### src/rtl/revadd_pkg.sv
package revadd_pkg;

    // Cell input lines: mode selects add/subtract, link is the chained carry.
    typedef struct packed {
        logic mode;
        logic link;
        logic xa;
        logic yb;
    } cell_in_t;

    // Cell output lines: thru and side are spare, link_o chains, bit_o is the result bit.
    typedef struct packed {
        logic thru;
        logic side;
        logic link_o;
        logic bit_o;
    } cell_out_t;

    function automatic cell_out_t cell_fwd(input cell_in_t i);
        cell_out_t o;
        o.thru   = i.link;
        o.side   = (~i.mode & i.xa) | (i.mode & ~i.yb);
        o.link_o = ((i.mode ^ i.link) & (i.xa ^ i.yb)) ^ (i.xa & i.yb);
        o.bit_o  = i.link ^ i.xa ^ i.yb;
        return o;
    endfunction

    // Inverse mapping: recovers the input lines from the output lines.
    function automatic cell_in_t cell_inv(input cell_out_t o);
        cell_in_t i;
        i.link = o.thru;
        if (o.bit_o ^ o.thru) begin
            i.mode = o.link_o ^ o.thru;
            i.xa   = o.side;
            i.yb   = ~o.side;
        end else begin
            i.xa   = o.link_o;
            i.yb   = o.link_o;
            i.mode = o.side ^ o.link_o;
        end
        return i;
    endfunction

endpackage

### src/rtl/revadd_cell.sv
module revadd_cell
    import revadd_pkg::*;
(
    input  cell_in_t  cell_i,
    output cell_out_t cell_o
);

    always_comb begin
        cell_o = cell_fwd(cell_i);
    end

    always_comb begin
        logic [1:0] tot;
        logic [1:0] dif;
        tot = {1'b0, cell_i.link} + {1'b0, cell_i.xa} + {1'b0, cell_i.yb};
        dif = {1'b0, cell_i.link} - {1'b0, cell_i.xa} - {1'b0, cell_i.yb};
        assert_cell_bijective_R1: assert (cell_inv(cell_o) == cell_i)
            else $error("R1: cell output does not invert back to its input");
        if (!cell_i.mode) begin
            assert_cell_add_R2: assert ({cell_o.link_o, cell_o.bit_o} == tot)
                else $error("R2: cell add result wrong");
        end else begin
            assert_cell_sub_R3: assert (cell_o.bit_o == dif[0] &&
                                        cell_o.link_o == ({1'b0, cell_i.link} <
                                        ({1'b0, cell_i.xa} + {1'b0, cell_i.yb})))
                else $error("R3: cell subtract result wrong");
        end
    end

endmodule

### src/rtl/revadd_stage.sv
module revadd_stage
    import revadd_pkg::*;
(
    input  logic       mode_i,
    input  logic       x_i,
    input  logic       y_i,
    input  logic       link_i,
    output logic       bit_o,
    output logic       link_o,
    output logic [1:0] spare_o
);

    cell_in_t  lines_in;
    cell_out_t lines_out;

    always_comb begin
        lines_in.mode = mode_i;
        lines_in.link = link_i;
        lines_in.xa   = x_i;
        lines_in.yb   = y_i;
    end

    revadd_cell u_cell (
        .cell_i (lines_in),
        .cell_o (lines_out)
    );

    assign bit_o      = lines_out.bit_o;
    assign link_o     = lines_out.link_o;
    assign spare_o[0] = lines_out.thru;
    assign spare_o[1] = lines_out.side;

    always_comb begin
        assert_spare_map_R4: assert (spare_o[0] == link_i &&
                                     spare_o[1] == (mode_i ? ~y_i : x_i))
            else $error("R4: spare bits of stage mis-mapped");
    end

endmodule

### src/rtl/revcell_adder.sv
module revcell_adder #(
    parameter int WIDTH = 4
) (
    input  logic [WIDTH-1:0]   opnd_x,
    input  logic [WIDTH-1:0]   opnd_y,
    input  logic [WIDTH-1:0]   ctl_k,
    input  logic               carry_in,
    output logic [WIDTH-1:0]   sum_o,
    output logic               carry_out,
    output logic [2*WIDTH-1:0] spare_o
);

    localparam int CHAIN = WIDTH + 1;

    logic [CHAIN-1:0] chain;

    assign chain[0]  = carry_in;
    assign carry_out = chain[CHAIN-1];

    for (genvar g = 0; g < WIDTH; g++) begin : g_bit
        revadd_stage u_stage (
            .mode_i  (ctl_k[g]),
            .x_i     (opnd_x[g]),
            .y_i     (opnd_y[g]),
            .link_i  (chain[g]),
            .bit_o   (sum_o[g]),
            .link_o  (chain[g+1]),
            .spare_o (spare_o[2*g +: 2])
        );
    end

endmodule

### config.mk
export PLATFORM = sky130hd
export DESIGN_NAME = revcell_adder
export DESIGN_NICKNAME = d
export VERILOG_FILES = /design/src/rtl/revadd_pkg.sv /design/src/rtl/revadd_cell.sv /design/src/rtl/revadd_stage.sv /design/src/rtl/revcell_adder.sv
export SDC_FILE = /design/constraint.sdc
export NUM_CORES = 1
export LEC_CHECK = 0
export CAP_MARGIN = 20
export CORE_AREA = 2 2 39 41
export DETAILED_ROUTE_END_ITERATION = 7
export DIE_AREA = 0 0 41 43
export PLACE_DENSITY = 0.66
export SLEW_MARGIN = 5
export SYNTH_ARGS = -nofsm -noshare
export SYNTH_HDL_FRONTEND = slang
export SYNTH_SLANG_ARGS = --single-unit
### constraint.sdc
create_clock -name vclk -period 2.7
set_input_delay 0.54 -clock vclk [all_inputs]
set_output_delay 0.54 -clock vclk [all_outputs]
set_load 0.02 [all_outputs]
After elaboration in Yosys (flattened, before gate mapping)
Cells that the tools add are included.

word-level totals
  register bits after elaboration = 0
  logic and storage cells = 48

cells by class
  bitwise gates (word level) = 48

operators with widths
  cell               count
  1-bit XOR          20
  1-bit bitwise AND  16
  1-bit NOT          8
  1-bit bitwise OR   4

Depth between registers and ports, before layout
Gate-level depths: netlist of run 1.

  word-level depth = 12
  mapped depth = 9

Cells and area by module
A second synthesis of run 1 with hierarchy kept.

second synthesis, totals
  cell total of the unflattened synthesis = 36
  area, all modules = 290.3 um2

by module, submodules not included
  module       cells each  times used  seq. area each (um2)  area each (um2)
  revadd_cell  9           4           0.0                   72.6

Least setup slack after synthesis of run 1
No wires, ideal clock.

  kind = input to output
  from = input port opnd_x[0]
  to = output port carry_out
  stages on the path = 8
  arrival = 2.018 ns
  path slack = 0.142 ns
  buffers on the path = 0
  cells stage by stage = ha_1 -> xnor2_1 -> and3_1 -> o21ai_2 -> xnor2_1 -> and3_2 -> o21ai_2 -> xnor2_1

between the ends
  cells in the longest elaborated chain, start to end = 12
  elaborated cells on any way between the ends = 13

RTL lines
  element                      line                RTL
  start, declared              revcell_adder.sv:4  input logic [WIDTH-1:0] opnd_x,
  1-bit XOR                    revadd_pkg.sv:23    o.link_o = ((i.mode ^ i.link) & (i.xa ^ i.yb)) ^ (i.xa & i.yb);
  1-bit bitwise AND            revadd_pkg.sv:23
  1-bit XOR (*) (2 in series)  revadd_pkg.sv:23
  1-bit bitwise AND (*)        revadd_pkg.sv:23
  1-bit XOR (*) (2 in series)  revadd_pkg.sv:23
  1-bit bitwise AND (*)        revadd_pkg.sv:23
  1-bit XOR (*) (2 in series)  revadd_pkg.sv:23
  1-bit bitwise AND (*)        revadd_pkg.sv:23
  1-bit XOR (*)                revadd_pkg.sv:23
  end, declared                revcell_adder.sv:9  output logic carry_out,

Mark *: on every way between the ends. The rest lies on a longest branch, timed or not.

Worst setup path after layout of run 1
  from = input port opnd_x[0]
  to = output port sum_o[3]

between the ends
  cells in the longest elaborated chain, start to end = 11
  elaborated cells on any way between the ends = 12

RTL lines
  element                      line                RTL
  1-bit XOR                    revadd_pkg.sv:23
  1-bit bitwise AND            revadd_pkg.sv:23
  1-bit XOR (*) (2 in series)  revadd_pkg.sv:23
  1-bit bitwise AND (*)        revadd_pkg.sv:23
  1-bit XOR (*) (2 in series)  revadd_pkg.sv:23
  1-bit bitwise AND (*)        revadd_pkg.sv:23
  1-bit XOR (*)                revadd_pkg.sv:23
  1-bit XOR (*) (2 in series)  revadd_pkg.sv:24    o.bit_o = i.link ^ i.xa ^ i.yb;
  end, declared                revcell_adder.sv:8  output logic [WIDTH-1:0] sum_o,

Marks and branches as above.

==> metrics.txt, run 1 <==
# TYPE chip_impl_metric gauge
chip_impl_info{name="crit_slowest_cell",value="sky130_fd_sc_hd__and3_1"} 1
chip_impl_metric{name="synthesis.nets",unit=""} 62
chip_impl_info{name="hp-start",value="opnd_y[0]"} 1
chip_impl_metric{name="dr.first_iter.drc_count",unit=""} 3
chip_impl_metric{name="whs",unit="ps"} 1890
chip_impl_metric{name="final.clkbuf_count",unit=""} 0
chip_impl_metric{name="global_route_wire_length_before_repair",unit="microns"} 1620
chip_impl_metric{name="synthesis.area",unit="sq um"} 365
chip_impl_metric{name="muxShareOfSynthArea",unit=""} 0.0822
chip_impl_metric{name="period_needed",unit="ps"} 2630
chip_impl_metric{name="tightestPinTransition",unit="ps"} 227
chip_impl_info{name="synth_top_family_by_area",value="XOR/XNOR gates"} 1
chip_impl_metric{name="multiInputGateArea",unit="sq um"} 347
chip_impl_metric{name="route.antenna.remaining_nets",unit=""} 0
chip_impl_metric{name="report.final.hold_viol_count",unit=""} 0
chip_impl_metric{name="detail_route.vias_per_cell",unit=""} 4.14
chip_impl_metric{name="irDropWorstVdd",unit="V"} 0.000118
chip_impl_metric{name="sequential_cell_area",unit="sq um"} 0
chip_impl_metric{name="rows",unit=""} 14
chip_impl_metric{name="fin_ws",unit="ps"} 71.5
chip_impl_metric{name="nets",unit=""} 102
chip_impl_metric{name="syn_avg_cell_area",unit="sq um"} 8.12
chip_impl_metric{name="critPathMaxFanout",unit=""} 3
chip_impl_metric{name="initial_antenna_violation_count",unit=""} 0
chip_impl_metric{name="floorplan.initialDensity",unit=""} 0.264
chip_impl_metric{name="place.detailed.hpwl",unit="microns"} 769
chip_impl_metric{name="synth_cells",unit=""} 45
chip_impl_metric{name="worst-endpoint-arrival",unit="ps"} 2090
chip_impl_metric{name="p_leak",unit="nW"} 0.360
chip_impl_metric{name="critical_path_required",unit="ps"} 2160
chip_impl_metric{name="grt.overflow.total",unit=""} 0
chip_impl_metric{name="critical-path-max-stage-delay",unit="ps"} 190
chip_impl_metric{name="period_share",unit=""} 0.974
chip_impl_metric{name="fp.dieW",unit="microns"} 41
chip_impl_metric{name="setup_violations",unit=""} 0
chip_impl_info{name="timing.critical_path.cells",value="buf_2 -> ha_4 -> xnor2_2 -> and3_1 -> o21ai_2 -> xnor2_2 -> nand2_1 -> xnor2_2 -> xnor2_1 -> buf_4"} 1
chip_impl_metric{name="synth_xor_xnor_area_share",unit=""} 0.428
chip_impl_metric{name="drv_slew",unit=""} 0
chip_impl_metric{name="power_density_normalized_to_cell_area",unit="mW/mm^2"} 299
chip_impl_metric{name="die_area",unit="sq mm"} 0.00176
chip_impl_metric{name="nFlopsAndLatches",unit=""} 0
chip_impl_metric{name="postRouteWirelength",unit="microns"} 936
chip_impl_info{name="setup.worst_path.start_class",value="input port"} 1
chip_impl_metric{name="io_buffers",unit=""} 26
chip_impl_metric{name="post-place-cells",unit=""} 97
chip_impl_metric{name="maximum_number_of_pins_on_one_net_before_global_route_repair",unit=""} 4
chip_impl_metric{name="yosys_warnings",unit=""} 0
chip_impl_metric{name="area_delta_synth_final",unit="%"} 105
chip_impl_metric{name="grt_pass1_vias",unit=""} 433
chip_impl_info{name="cpMostUsedCell",value="sky130_fd_sc_hd__xnor2_2"} 1
chip_impl_metric{name="placeableCoreArea",unit="sq mm"} 0.00138
chip_impl_metric{name="fp.dieH",unit="microns"} 43
chip_impl_metric{name="max-slew-margin-rel",unit=""} 0.847
chip_impl_info{name="end_kind",value="primary output"} 1
chip_impl_metric{name="finalNonFillerCells",unit=""} 99
chip_impl_metric{name="drive_gt1_frac",unit=""} 0.458
chip_impl_metric{name="filler_cell_count",unit=""} 131
chip_impl_metric{name="worst_hold_path.num_cells",unit=""} 4
chip_impl_info{name="hold-path-endpoint",value="spare_o[1]"} 1
chip_impl_metric{name="max_freq",unit="MHz"} 380
chip_impl_metric{name="synthesized_area_fraction_occupied_by_adder_cells",unit=""} 0.137
chip_impl_metric{name="post_synth_and_or_nand_nor_area_fraction",unit=""} 0.0685
chip_impl_info{name="rsz0062_at_grt",value="true"} 1
chip_impl_metric{name="compound_gate_fraction_of_synth_area",unit=""} 0.0890
chip_impl_metric{name="totalPowerFinal",unit="W"} 0.000224
chip_impl_metric{name="pin_count",unit=""} 26
chip_impl_metric{name="detail_routed_net_length_per_standard_cell",unit="microns"} 9.45
chip_impl_info{name="critical_setup_path_kind",value="input port to primary output"} 1
chip_impl_metric{name="max_cap_violations",unit=""} 0
chip_impl_info{name="run_status",value="finished clean"} 1
chip_impl_metric{name="seq_area_frac_synth",unit=""} 0
chip_impl_info{name="holdCritPathClass",value="input port to primary output"} 1
chip_impl_metric{name="groute.usage.overall",unit=""} 0.126
chip_impl_metric{name="drt_first_pass_iters",unit=""} 3
chip_impl_metric{name="ctsHoldBuffers",unit=""} 0
chip_impl_metric{name="place.gp.congestion",unit=""} 0.610
chip_impl_metric{name="drc_errors",unit=""} 0
chip_impl_metric{name="via_count",unit=""} 410
chip_impl_metric{name="placement_setup_slack",unit="ps"} -754
chip_impl_metric{name="antenna_cells_inserted",unit=""} 0
chip_impl_metric{name="ys_types",unit=""} 13
==> cell usage after synthesis <==
library cell / number / area share
sky130_fd_sc_hd__xnor2_1: 14 / 0.34
sky130_fd_sc_hd__a21oi_1: 3 / 0.041
sky130_fd_sc_hd__mux2i_1: 3 / 0.082
sky130_fd_sc_hd__and3_2: 1 / 0.021
sky130_fd_sc_hd__xor2_1: 2 / 0.048
sky130_fd_sc_hd__and3_1: 1 / 0.017
sky130_fd_sc_hd__nor2_1: 1 / 0.010
sky130_fd_sc_hd__buf_4: 8 / 0.16
sky130_fd_sc_hd__o21ai_2: 2 / 0.048
sky130_fd_sc_hd__ha_1: 4 / 0.14
sky130_fd_sc_hd__nand2_1: 2 / 0.021
sky130_fd_sc_hd__xnor2_2: 1 / 0.045
sky130_fd_sc_hd__inv_1: 3 / 0.031
==> final cells by class <==
type                            count  area share
Inverter                            3      0.0150
Timing Repair Buffer               46       0.497
Multi-Input combinational cell     34       0.462
Tap cell                           16      0.0267
==> stage by stage <==
stage | util | TNS [ps] | cell area (sq um)
finish | 0.542 | 0 | 751
global placement | 0.521 | -3550 | 721
CTS | 0.541 | 0 | 748
global route | 0.542 | -25.4 | 751
floorplan | - | 0 | 365
detailed placement | 0.521 | -3760 | 721
==> worst max-delay path: cells and delay by family <==
| family | cells | cell delay (ps) |
|---|---|---|
| simple gates | 2 | 310 |
| buf+inv | 2 | 270 |
| xor+xnor | 4 | 590 |
| fa+ha+maj | 1 | 170 |
| compound gates | 1 | 190 |
==> per-layer routing <==
layer,track usage,share of wire
met4,0,0
met3,0.0157,0.082
met1,0.119,0.31
met2,0.266,0.61
met5,0,0
==> how the worst max path moves through the flow <==
stage	from	endpoint	slack [ps]	cells after the start
after global placement	opnd_x[0]	sum_o[3]	-700	10
final	opnd_x[0]	sum_o[3]	70	10
after CTS	opnd_x[0]	sum_o[3]	1	10
after floorplan	opnd_x[0]	carry_out	140	8
after detailed placement	opnd_x[0]	sum_o[3]	-750	10
after global routing	ctl_k[1]	sum_o[3]	-30	9
==> power breakdown <==
| group | total, W | internal (W) | switching, W | leakage, nW |
|---|---|---|---|---|
| combinational | 0.000224 | 0.000118 | 0.000106 | 0.360 |
| clock | 0 | 0 | 0 | 0 |
| sequential | 0 | 0 | 0 | 0 |
| total | 0.000224 | 0.000118 | 0.000106 | 0.360 |
==> layout by cell type, fill, tap and decap left out <==
| master | synthesis | routed |
|---|---|---|
| sky130_fd_sc_hd__buf_4 | 8 | 22 |
| sky130_fd_sc_hd__xnor2_1 | 14 | 12 |
| sky130_fd_sc_hd__clkdlybuf4s50_1 | 0 | 12 |
| sky130_fd_sc_hd__dlygate4sd2_1 | 0 | 6 |
| sky130_fd_sc_hd__xnor2_2 | 1 | 3 |
| sky130_fd_sc_hd__inv_1 | 3 | 3 |
| sky130_fd_sc_hd__mux2i_1 | 3 | 3 |
| sky130_fd_sc_hd__buf_2 | 0 | 3 |
| sky130_fd_sc_hd__a21oi_1 | 3 | 2 |
| sky130_fd_sc_hd__xor2_2 | 0 | 2 |
| sky130_fd_sc_hd__o21ai_2 | 2 | 2 |
| sky130_fd_sc_hd__nand2_1 | 2 | 2 |
| sky130_fd_sc_hd__ha_1 | 4 | 2 |
| sky130_fd_sc_hd__clkbuf_2 | 0 | 2 |
| sky130_fd_sc_hd__nor2_1 | 1 | 1 |
| sky130_fd_sc_hd__a21oi_2 | 0 | 1 |
| sky130_fd_sc_hd__and3_1 | 1 | 1 |
| sky130_fd_sc_hd__and3_4 | 0 | 1 |
| sky130_fd_sc_hd__ha_2 | 0 | 1 |
| sky130_fd_sc_hd__ha_4 | 0 | 1 |
| sky130_fd_sc_hd__clkdlybuf4s15_1 | 0 | 1 |
==> timing repair <==
item / in CTS / in global routing
resized for setup: 38 / 9
setup endpoints to repair: 7 / 5
setup buffers: 2 / 0
hold endpoints to repair: 0 / 0
pin swaps: 13 / 9
==> cell families after synthesis <==
group                      Yosys count
xor gates and xnor gates            17
buffers and inverters               11
AOI/OAI and AO/OA                    5
and+or+nand+nor                      5
adders and majority gates            4
muxes                                3
No activity file was read; power rests on OpenSTA's default activity.
==> inputs of run 2 (changes only) <==
- ABC_CLOCK_PERIOD_IN_PS: unset -> 2700
==> results of run 2 <==
Same layout as run 1: the final DEF is identical, and so are final timing and power.
